[config.mk]
export PLATFORM = sky130hd
export DESIGN_NAME = dca_top
export DESIGN_NICKNAME = d
export VERILOG_FILES = /design/src/rtl/dca_pkg.sv /design/src/rtl/dca_cmd_decode.sv /design/src/rtl/dca_byte_count.sv /design/src/rtl/dca_track_pos.sv /design/src/rtl/dca_top.sv
export SDC_FILE = /design/constraint.sdc
export NUM_CORES = 1
export LEC_CHECK = 0
export BUFFER_PORTS_ARGS = -buffer_cell sky130_fd_sc_hd__buf_2
export CORE_MARGIN = 2
export CORE_UTILIZATION = 58
export DETAILED_ROUTE_END_ITERATION = 7
export HOLD_SLACK_MARGIN = 0.02
export PLACE_DENSITY = 0.83
export SLEW_MARGIN = 20
export SYNTH_ARGS = -nofsm -noshare
export SYNTH_HDL_FRONTEND = slang
export SYNTH_HIERARCHICAL = 1
export SYNTH_SLANG_ARGS = --single-unit
[constraint.sdc]
create_clock -name clk -period 4.95 [get_ports clk]
set_input_delay 0.99 -clock clk [delete_from_list [all_inputs] [get_ports clk]]
set_output_delay 0.99 -clock clk [all_outputs]
set_load 0.03 [all_outputs]
[src/rtl/dca_pkg.sv]
package dca_pkg;
  localparam int SEC_W = 3;
  localparam int NSEC  = 1 << SEC_W;

  typedef enum logic [2:0] {
    OP_SEEK, OP_READ, OP_WRITE, OP_IPL, OP_NOOP, OP_SENSE, OP_BAD
  } dca_op_e;

  typedef enum logic [2:0] {
    ST_IDLE, ST_SEEK_BYTE, ST_SEEK_WAIT, ST_SYNC, ST_XFER
  } dca_state_e;

  typedef struct packed {
    logic seek_err;
    logic inc_len;
    logic cmd_rej;
  } dca_stat_t;

  function automatic dca_op_e op_of(input logic [7:0] c);
    casez (c)
      8'b00001011: return OP_SEEK;
      8'b00000010: return OP_IPL;
      8'b00000011: return OP_NOOP;
      8'b00000100: return OP_SENSE;
      8'b????1010: return OP_READ;
      8'b????1001: return OP_WRITE;
      default:     return OP_BAD;
    endcase
  endfunction

  function automatic logic [7:0] sense_byte(input dca_stat_t s);
    return {5'b00000, s};
  endfunction

  function automatic logic cyl_ok(input logic [7:0] c, input int unsigned lim);
    return 32'(c) <= lim;
  endfunction

  // read: free at a sector end once the count is already empty, or at track end
  function automatic logic read_ends(input logic last_sec, input logic cnt_zero);
    return last_sec | cnt_zero;
  endfunction

  // write: free at the sector end where the count empties or is already empty
  function automatic logic write_ends(input logic last_sec, input logic cnt_zero,
                                      input logic cnt_one);
    return last_sec | cnt_zero | cnt_one;
  endfunction
endpackage

[src/rtl/dca_cmd_decode.sv]
module dca_cmd_decode
  import dca_pkg::*;
(
  input  logic [7:0]       cmd,
  output dca_op_e          op,
  output logic             head,
  output logic [SEC_W-1:0] sec
);
  always_comb begin
    op   = op_of(cmd);
    head = cmd[7];
    sec  = cmd[6:4];
  end
endmodule

[src/rtl/dca_byte_count.sv]
module dca_byte_count #(
  parameter int CNT_W = 16
) (
  input  logic             clk,
  input  logic             rst_n,
  input  logic             load,
  input  logic [CNT_W-1:0] load_val,
  input  logic             dec,
  output logic             is_zero,
  output logic             is_one
);
  logic [CNT_W-1:0] cnt_q;

  always_ff @(posedge clk) begin
    if (!rst_n)      cnt_q <= '0;
    else if (load)   cnt_q <= load_val;
    else if (dec)    cnt_q <= cnt_q - CNT_W'(1);
  end

  assign is_zero = (cnt_q == '0);
  assign is_one  = (cnt_q == CNT_W'(1));
endmodule

[src/rtl/dca_track_pos.sv]
module dca_track_pos
  import dca_pkg::*;
#(
  parameter int SECT_BYTES = 366
) (
  input  logic             clk,
  input  logic             rst_n,
  input  logic             load,
  input  logic [SEC_W-1:0] start,
  input  logic             step,
  output logic             last_byte,
  output logic             last_sec
);
  localparam int IDX_W = (SECT_BYTES > 1) ? $clog2(SECT_BYTES) : 1;

  logic [IDX_W-1:0] idx_q;
  logic [SEC_W-1:0] sec_q;

  assign last_byte = (idx_q == IDX_W'(SECT_BYTES - 1));
  assign last_sec  = (sec_q == SEC_W'(NSEC - 1));

  always_ff @(posedge clk) begin
    if (!rst_n) begin
      idx_q <= '0;
      sec_q <= '0;
    end else if (load) begin
      idx_q <= '0;
      sec_q <= start;
    end else if (step) begin
      if (last_byte) begin
        idx_q <= '0;
        sec_q <= sec_q + SEC_W'(1);
      end else begin
        idx_q <= idx_q + IDX_W'(1);
      end
    end
  end
endmodule

[src/rtl/dca_top.sv]
module dca_top
  import dca_pkg::*;
#(
  parameter int SECT_BYTES = 366,
  parameter int CNT_W      = 16,
  parameter int MAX_CYL    = 202
) (
  input  logic             clk,
  input  logic             rst_n,
  input  logic             cmd_valid,
  input  logic [7:0]       cmd_byte,
  input  logic [CNT_W-1:0] cmd_count,
  input  logic             ch_in_valid,
  input  logic [7:0]       ch_data_in,
  output logic             ch_take,
  output logic             ch_rd_valid,
  output logic [7:0]       ch_rd_data,
  output logic             chan_end,
  output logic             dev_end,
  output logic             busy,
  output logic             seek_go,
  output logic [7:0]       seek_cyl,
  input  logic             seek_done,
  output logic [7:0]       cur_cyl,
  output logic             disk_head,
  input  logic             disk_sec_pulse,
  input  logic [2:0]       disk_sec_num,
  input  logic             disk_tick,
  input  logic [7:0]       disk_rd_data,
  output logic             disk_wr_en,
  output logic [7:0]       disk_wr_data
);
  dca_state_e       state_q;
  dca_stat_t        stat_q;
  dca_op_e          dec_op;
  logic             dec_head;
  logic [SEC_W-1:0] dec_sec;
  logic [SEC_W-1:0] start_q;
  logic             is_write_q;

  // named internal events
  logic accept, xfer_op, sync_hit, step, moving;
  logic last_byte, last_sec, cnt_zero, cnt_one;
  logic xfer_finish, count_exhaust, track_cut, len_ok;

  dca_cmd_decode u_dec (
    .cmd (cmd_byte),
    .op  (dec_op),
    .head(dec_head),
    .sec (dec_sec)
  );

  assign accept   = (state_q == ST_IDLE) && cmd_valid;
  assign xfer_op  = (dec_op == OP_READ) || (dec_op == OP_WRITE) || (dec_op == OP_IPL);
  assign sync_hit = (state_q == ST_SYNC) && disk_sec_pulse && (disk_sec_num == start_q);
  assign step     = (state_q == ST_XFER) && disk_tick;
  assign moving   = step && !cnt_zero;

  dca_byte_count #(.CNT_W(CNT_W)) u_cnt (
    .clk     (clk),
    .rst_n   (rst_n),
    .load    (accept && xfer_op),
    .load_val(cmd_count),
    .dec     (moving),
    .is_zero (cnt_zero),
    .is_one  (cnt_one)
  );

  dca_track_pos #(.SECT_BYTES(SECT_BYTES)) u_pos (
    .clk      (clk),
    .rst_n    (rst_n),
    .load     (sync_hit),
    .start    (start_q),
    .step     (step),
    .last_byte(last_byte),
    .last_sec (last_sec)
  );

  assign xfer_finish   = step && last_byte &&
                         (is_write_q ? write_ends(last_sec, cnt_zero, cnt_one)
                                     : read_ends(last_sec, cnt_zero));
  assign count_exhaust = moving && cnt_one;
  assign track_cut     = xfer_finish && last_sec && !cnt_zero && !cnt_one;
  assign len_ok        = step && last_byte && last_sec && cnt_one;

  assign busy = (state_q != ST_IDLE);

  always_ff @(posedge clk) begin
    if (!rst_n) begin
      state_q      <= ST_IDLE;
      stat_q       <= '0;
      start_q      <= '0;
      is_write_q   <= 1'b0;
      disk_head    <= 1'b0;
      seek_cyl     <= '0;
      cur_cyl      <= '0;
      ch_take      <= 1'b0;
      ch_rd_valid  <= 1'b0;
      ch_rd_data   <= '0;
      chan_end     <= 1'b0;
      dev_end      <= 1'b0;
      seek_go      <= 1'b0;
      disk_wr_en   <= 1'b0;
      disk_wr_data <= '0;
    end else begin
      ch_take     <= 1'b0;
      ch_rd_valid <= 1'b0;
      chan_end    <= 1'b0;
      dev_end     <= 1'b0;
      seek_go     <= 1'b0;
      disk_wr_en  <= 1'b0;
      case (state_q)
        ST_IDLE: begin
          if (cmd_valid) begin
            stat_q <= '0;
            case (dec_op)
              OP_SEEK: state_q <= ST_SEEK_BYTE;
              OP_READ, OP_WRITE, OP_IPL: begin
                disk_head  <= dec_head;
                start_q    <= dec_sec;
                is_write_q <= (dec_op == OP_WRITE);
                state_q    <= ST_SYNC;
                if (cmd_count == '0) chan_end <= 1'b1;
              end
              OP_NOOP: begin
                chan_end <= 1'b1;
                dev_end  <= 1'b1;
              end
              OP_SENSE: begin
                ch_rd_valid <= 1'b1;
                ch_rd_data  <= sense_byte(stat_q);
                chan_end    <= 1'b1;
                dev_end     <= 1'b1;
              end
              default: begin
                stat_q.cmd_rej <= 1'b1;
                chan_end       <= 1'b1;
                dev_end        <= 1'b1;
              end
            endcase
          end
        end
        ST_SEEK_BYTE: begin
          if (ch_in_valid) begin
            chan_end <= 1'b1;
            if (cyl_ok(ch_data_in, MAX_CYL)) begin
              seek_go  <= 1'b1;
              seek_cyl <= ch_data_in;
              state_q  <= ST_SEEK_WAIT;
            end else begin
              stat_q.seek_err <= 1'b1;
              dev_end         <= 1'b1;
              state_q         <= ST_IDLE;
            end
          end
        end
        ST_SEEK_WAIT: begin
          if (seek_done) begin
            cur_cyl <= seek_cyl;
            dev_end <= 1'b1;
            state_q <= ST_IDLE;
          end
        end
        ST_SYNC: begin
          if (sync_hit) state_q <= ST_XFER;
        end
        ST_XFER: begin
          if (step) begin
            if (is_write_q) begin
              disk_wr_en   <= 1'b1;
              disk_wr_data <= cnt_zero ? 8'h00 : ch_data_in;
              ch_take      <= !cnt_zero;
            end else if (!cnt_zero) begin
              ch_rd_valid <= 1'b1;
              ch_rd_data  <= disk_rd_data;
            end
            if (count_exhaust || track_cut) chan_end <= 1'b1;
            if (xfer_finish) begin
              dev_end        <= 1'b1;
              stat_q.inc_len <= !len_ok;
              state_q        <= ST_IDLE;
            end
          end
        end
        default: state_q <= ST_IDLE;
      endcase
    end
  end
endmodule

==> run summary <==
HPWL Detailed: 6290 um
Setup TNS: 0 ps
Clk sinks: 77
Adder-cell share of the synthesized area: 2.010%
Worst hold path type: reg2reg
PostCTS Resize Cnt: 0
Clock Latency Late Sink: 360 ps
Clock buffer depth: 2
Compound-gate portion of the synthesized area: 18.32%
Max Clock Freq: 265.5 MHz
Sequential fraction of the synthesis area: 41.27%
FF+latch count, synth: 77
Final hold viol count: 0
Slew headroom: 37.32%
Crit path max fanout: 28
Final net count: 554
Vias in the first global route: 3,125
Main combinational cell family by area after synthesis: simple AND/OR/NAND/NOR gates
RSZ-0062 raised after global routing: false
Total global routing overflow: 0
# hold bufs at CTS: 0
Synth Area in XOR/XNOR: 4.690%
Area growth syn-to-layout: 16.45%
Root Driver: clkbuf_8
Port Buffers: 89
Average size of a mapped cell: 8.767 sq um
Vias: 3,404
Die Y: 84.25 um
Simple-Gate Fraction of Synth Area: 22.81%
Post-route minimum period: 3767 ps
Reg clk slew, reported paths: 80 ps
# setup viols final: 0
Slew Limit Fails: 0
Antenna fix cells: 0
Total Power: 0.001267 W
Dominant synthesized flop cell: dfxtp_1
Syn nets: 482
Initial antenna violation count: 0
First-pass DRT Iterations: 4
Die area: 0.007097 sq mm
CTS tree: built
Leakage: 1.792 nW
GRT Total Usage: 24.48%
Number of setup buffers added after CTS: 0
Worst-Margin Slew: 938.7 ps
Placer Congestion: 0.8390
Required time worst endpoint: 5170 ps
Via density per instance: 5.869
# DRC: 0
EDFF count, synth: 0
VDD IR-drop max: 0.0002254 V
H-tree Lvls: 3
MaxCap Viol Count: 0
Global-route wire length before repair: 14,220 um
Wire per inst: 15.04 um
Clock Skew: 10.31 ps
Starting DRT DRC Count: 213
Outcome: complete, no violations
YS warnings: 6
Crit path DAT: 3990 ps
CP Capture Type: flop
Row count: 29
Crit share post-route: 76.10%
Crit start category: primary input
Critical path class: in2reg
Cell area after synthesis: 0.003735 sq mm
Core ar.: 0.006277 sq mm
Pin count of the biggest net entering global routing: 33
Mux share of post-synthesis cell area: 5.126%
Yosys cell types: 64
Post-Syn Instances: 426
CTS buffer count: 9
Detailed Route WL: 8724 um
Share of layout cells above drive strength 1: 24.06%
Initial Util: 59.50%
Share of synthesized registers carrying an async set or reset: 0%
I/O pins: 90
Antenna viol nets, final: 0
DIE WIDTH: 84.25 um
Pwr Density: 291.2 mW/mm^2
[path summary, 6_finish.rpt]
path	endpoint	slack, ps	cells after the start	startpoint
worst max-delay path	u_cnt/cnt_q[2]$_SDFFE_PN0P_	1180	8	cmd_byte[5]
worst min-delay path	ch_rd_data[6]$_SDFFE_PN0P_	450	2	ch_rd_data[6]$_SDFFE_PN0P_
worst max register to register	u_cnt/cnt_q[9]$_SDFFE_PN0P_	1670	8	u_cnt/cnt_q[6]$_SDFFE_PN0P_
worst min register to register	ch_rd_data[6]$_SDFFE_PN0P_	450	2	ch_rd_data[6]$_SDFFE_PN0P_
[flip-flops by register name (all words and copies together), names as in the netlist, 8 cells and up]
register and flops:
u_cnt/cnt_q 16, u_pos/idx_q 9, ch_rd_data 8, cur_cyl 8, disk_wr_data 8, seek_cyl 8
[placed cells by master, fill, tap and decap left out, types with 7 or more instances in the layout]
cell type | Yosys | final
inv_1 | 12 | 12
clkbuf_8 | 0 | 9
nand4_1 | 12 | 12
a211oi_1 | 7 | 7
a22o_1 | 8 | 8
xnor2_1 | 13 | 13
dfxtp_1 | 77 | 77
nand2_1 | 35 | 35
or3_1 | 9 | 9
o21ai_0 | 25 | 25
nor4_1 | 13 | 12
nor2_1 | 39 | 39
a21oi_1 | 35 | 35
xor2_1 | 7 | 7
mux2i_1 | 18 | 18
buf_2 | 4 | 89
[synthesized netlist by cell type (2+ instances only)]
cell,number,area [sq um]
nand2b_1,4,25.02
dfxtp_1,77,1541
buf_2,4,20.02
o21ai_1,3,15.01
nor2_1,39,146.4
nand4_1,12,75.07
inv_1,12,45.04
or4_1,6,45.04
a311oi_1,2,17.52
a31oi_1,3,18.77
a211oi_1,7,52.55
buf_4,5,37.54
clkbuf_1,15,56.30
nor2b_1,5,31.28
a22o_1,8,70.07
nor4b_1,2,17.52
ha_1,6,75.07
buf_1,2,7.510
or3_1,9,56.30
o21ai_0,25,125.1
and2_1,3,18.77
nor3b_1,3,22.52
xor2_1,7,61.31
nor3_1,6,30.03
o31ai_1,3,22.52
a21oi_1,35,175.2
nand2_1,35,131.4
o21a_1,2,15.01
nor4_1,13,81.33
or4b_4,2,27.53
buf_6,4,45.04
and4b_1,2,20.02
nand3_1,5,25.02
xnor2_1,13,113.9
mux2i_1,18,180.2
[critical path, stage by stage]
cell and delay [ps]:
buf_2 110, nor4_2 500, o21ai_1 100, a2111o_1 540, nor3_4 550, clkinv_1 710
o21ai_0 400, a21oi_1 70
[power by group]
group / total [W] / switching [W] / leakage (nW) / internal (W)
clock: 0.000506 / 0.000260 / 0.105 / 0.000245
combinational: 0.000122 / 0.0000728 / 1.07 / 0.0000496
sequential: 0.000639 / 0.0000104 / 0.622 / 0.000628
[stage by stage]
step	util [%]	cells	worst slack, ps	hold WS, ps	instance area, sq um
detailed placement	65.84	564	832.9	443.5	4133
global placement	65.84	564	1048	435.0	4133
floorplan	-	426	1653	451.6	3735
global route	69.28	580	890.0	474.4	4349
CTS	69.18	580	1209	456.9	4343
finish	69.28	580	1183	450.9	4349
[routing by layer]
metal | track usage [%] | vias up | routed length, um | part of all wire (%)
li1 | - | 1686 | - | -
met1 | 30.24 | 1575 | 3784 | 43
met2 | 40.69 | 131 | 4148 | 48
met3 | 8.358 | 12 | 686 | 7.9
met4 | 7.038 | 0 | 104 | 1.2
met5 | 0 | - | 0 | 0
[kinds of logic after synthesis]
group,count (synthesis)
buffers and inverters,43
DFF,77
AOI/OAI and AO/OA,105
adders and majority gates,6
and+or+nand+nor,156
xor gates and xnor gates,20
muxes,19
[layout make-up]
cell class / count / area (sq um)
Clock buffer: 9 / 123.9
Clock inverter: 7 / 86.33
Fill cell: 499 / 1928
Multi-Input combinational cell: 306 / 1992
Inverter: 13 / 48.80
Sequential cell: 77 / 1541
Tap cell: 77 / 96.34
Timing Repair Buffer: 91 / 460.4
Power figures use the tool's default switching activity.
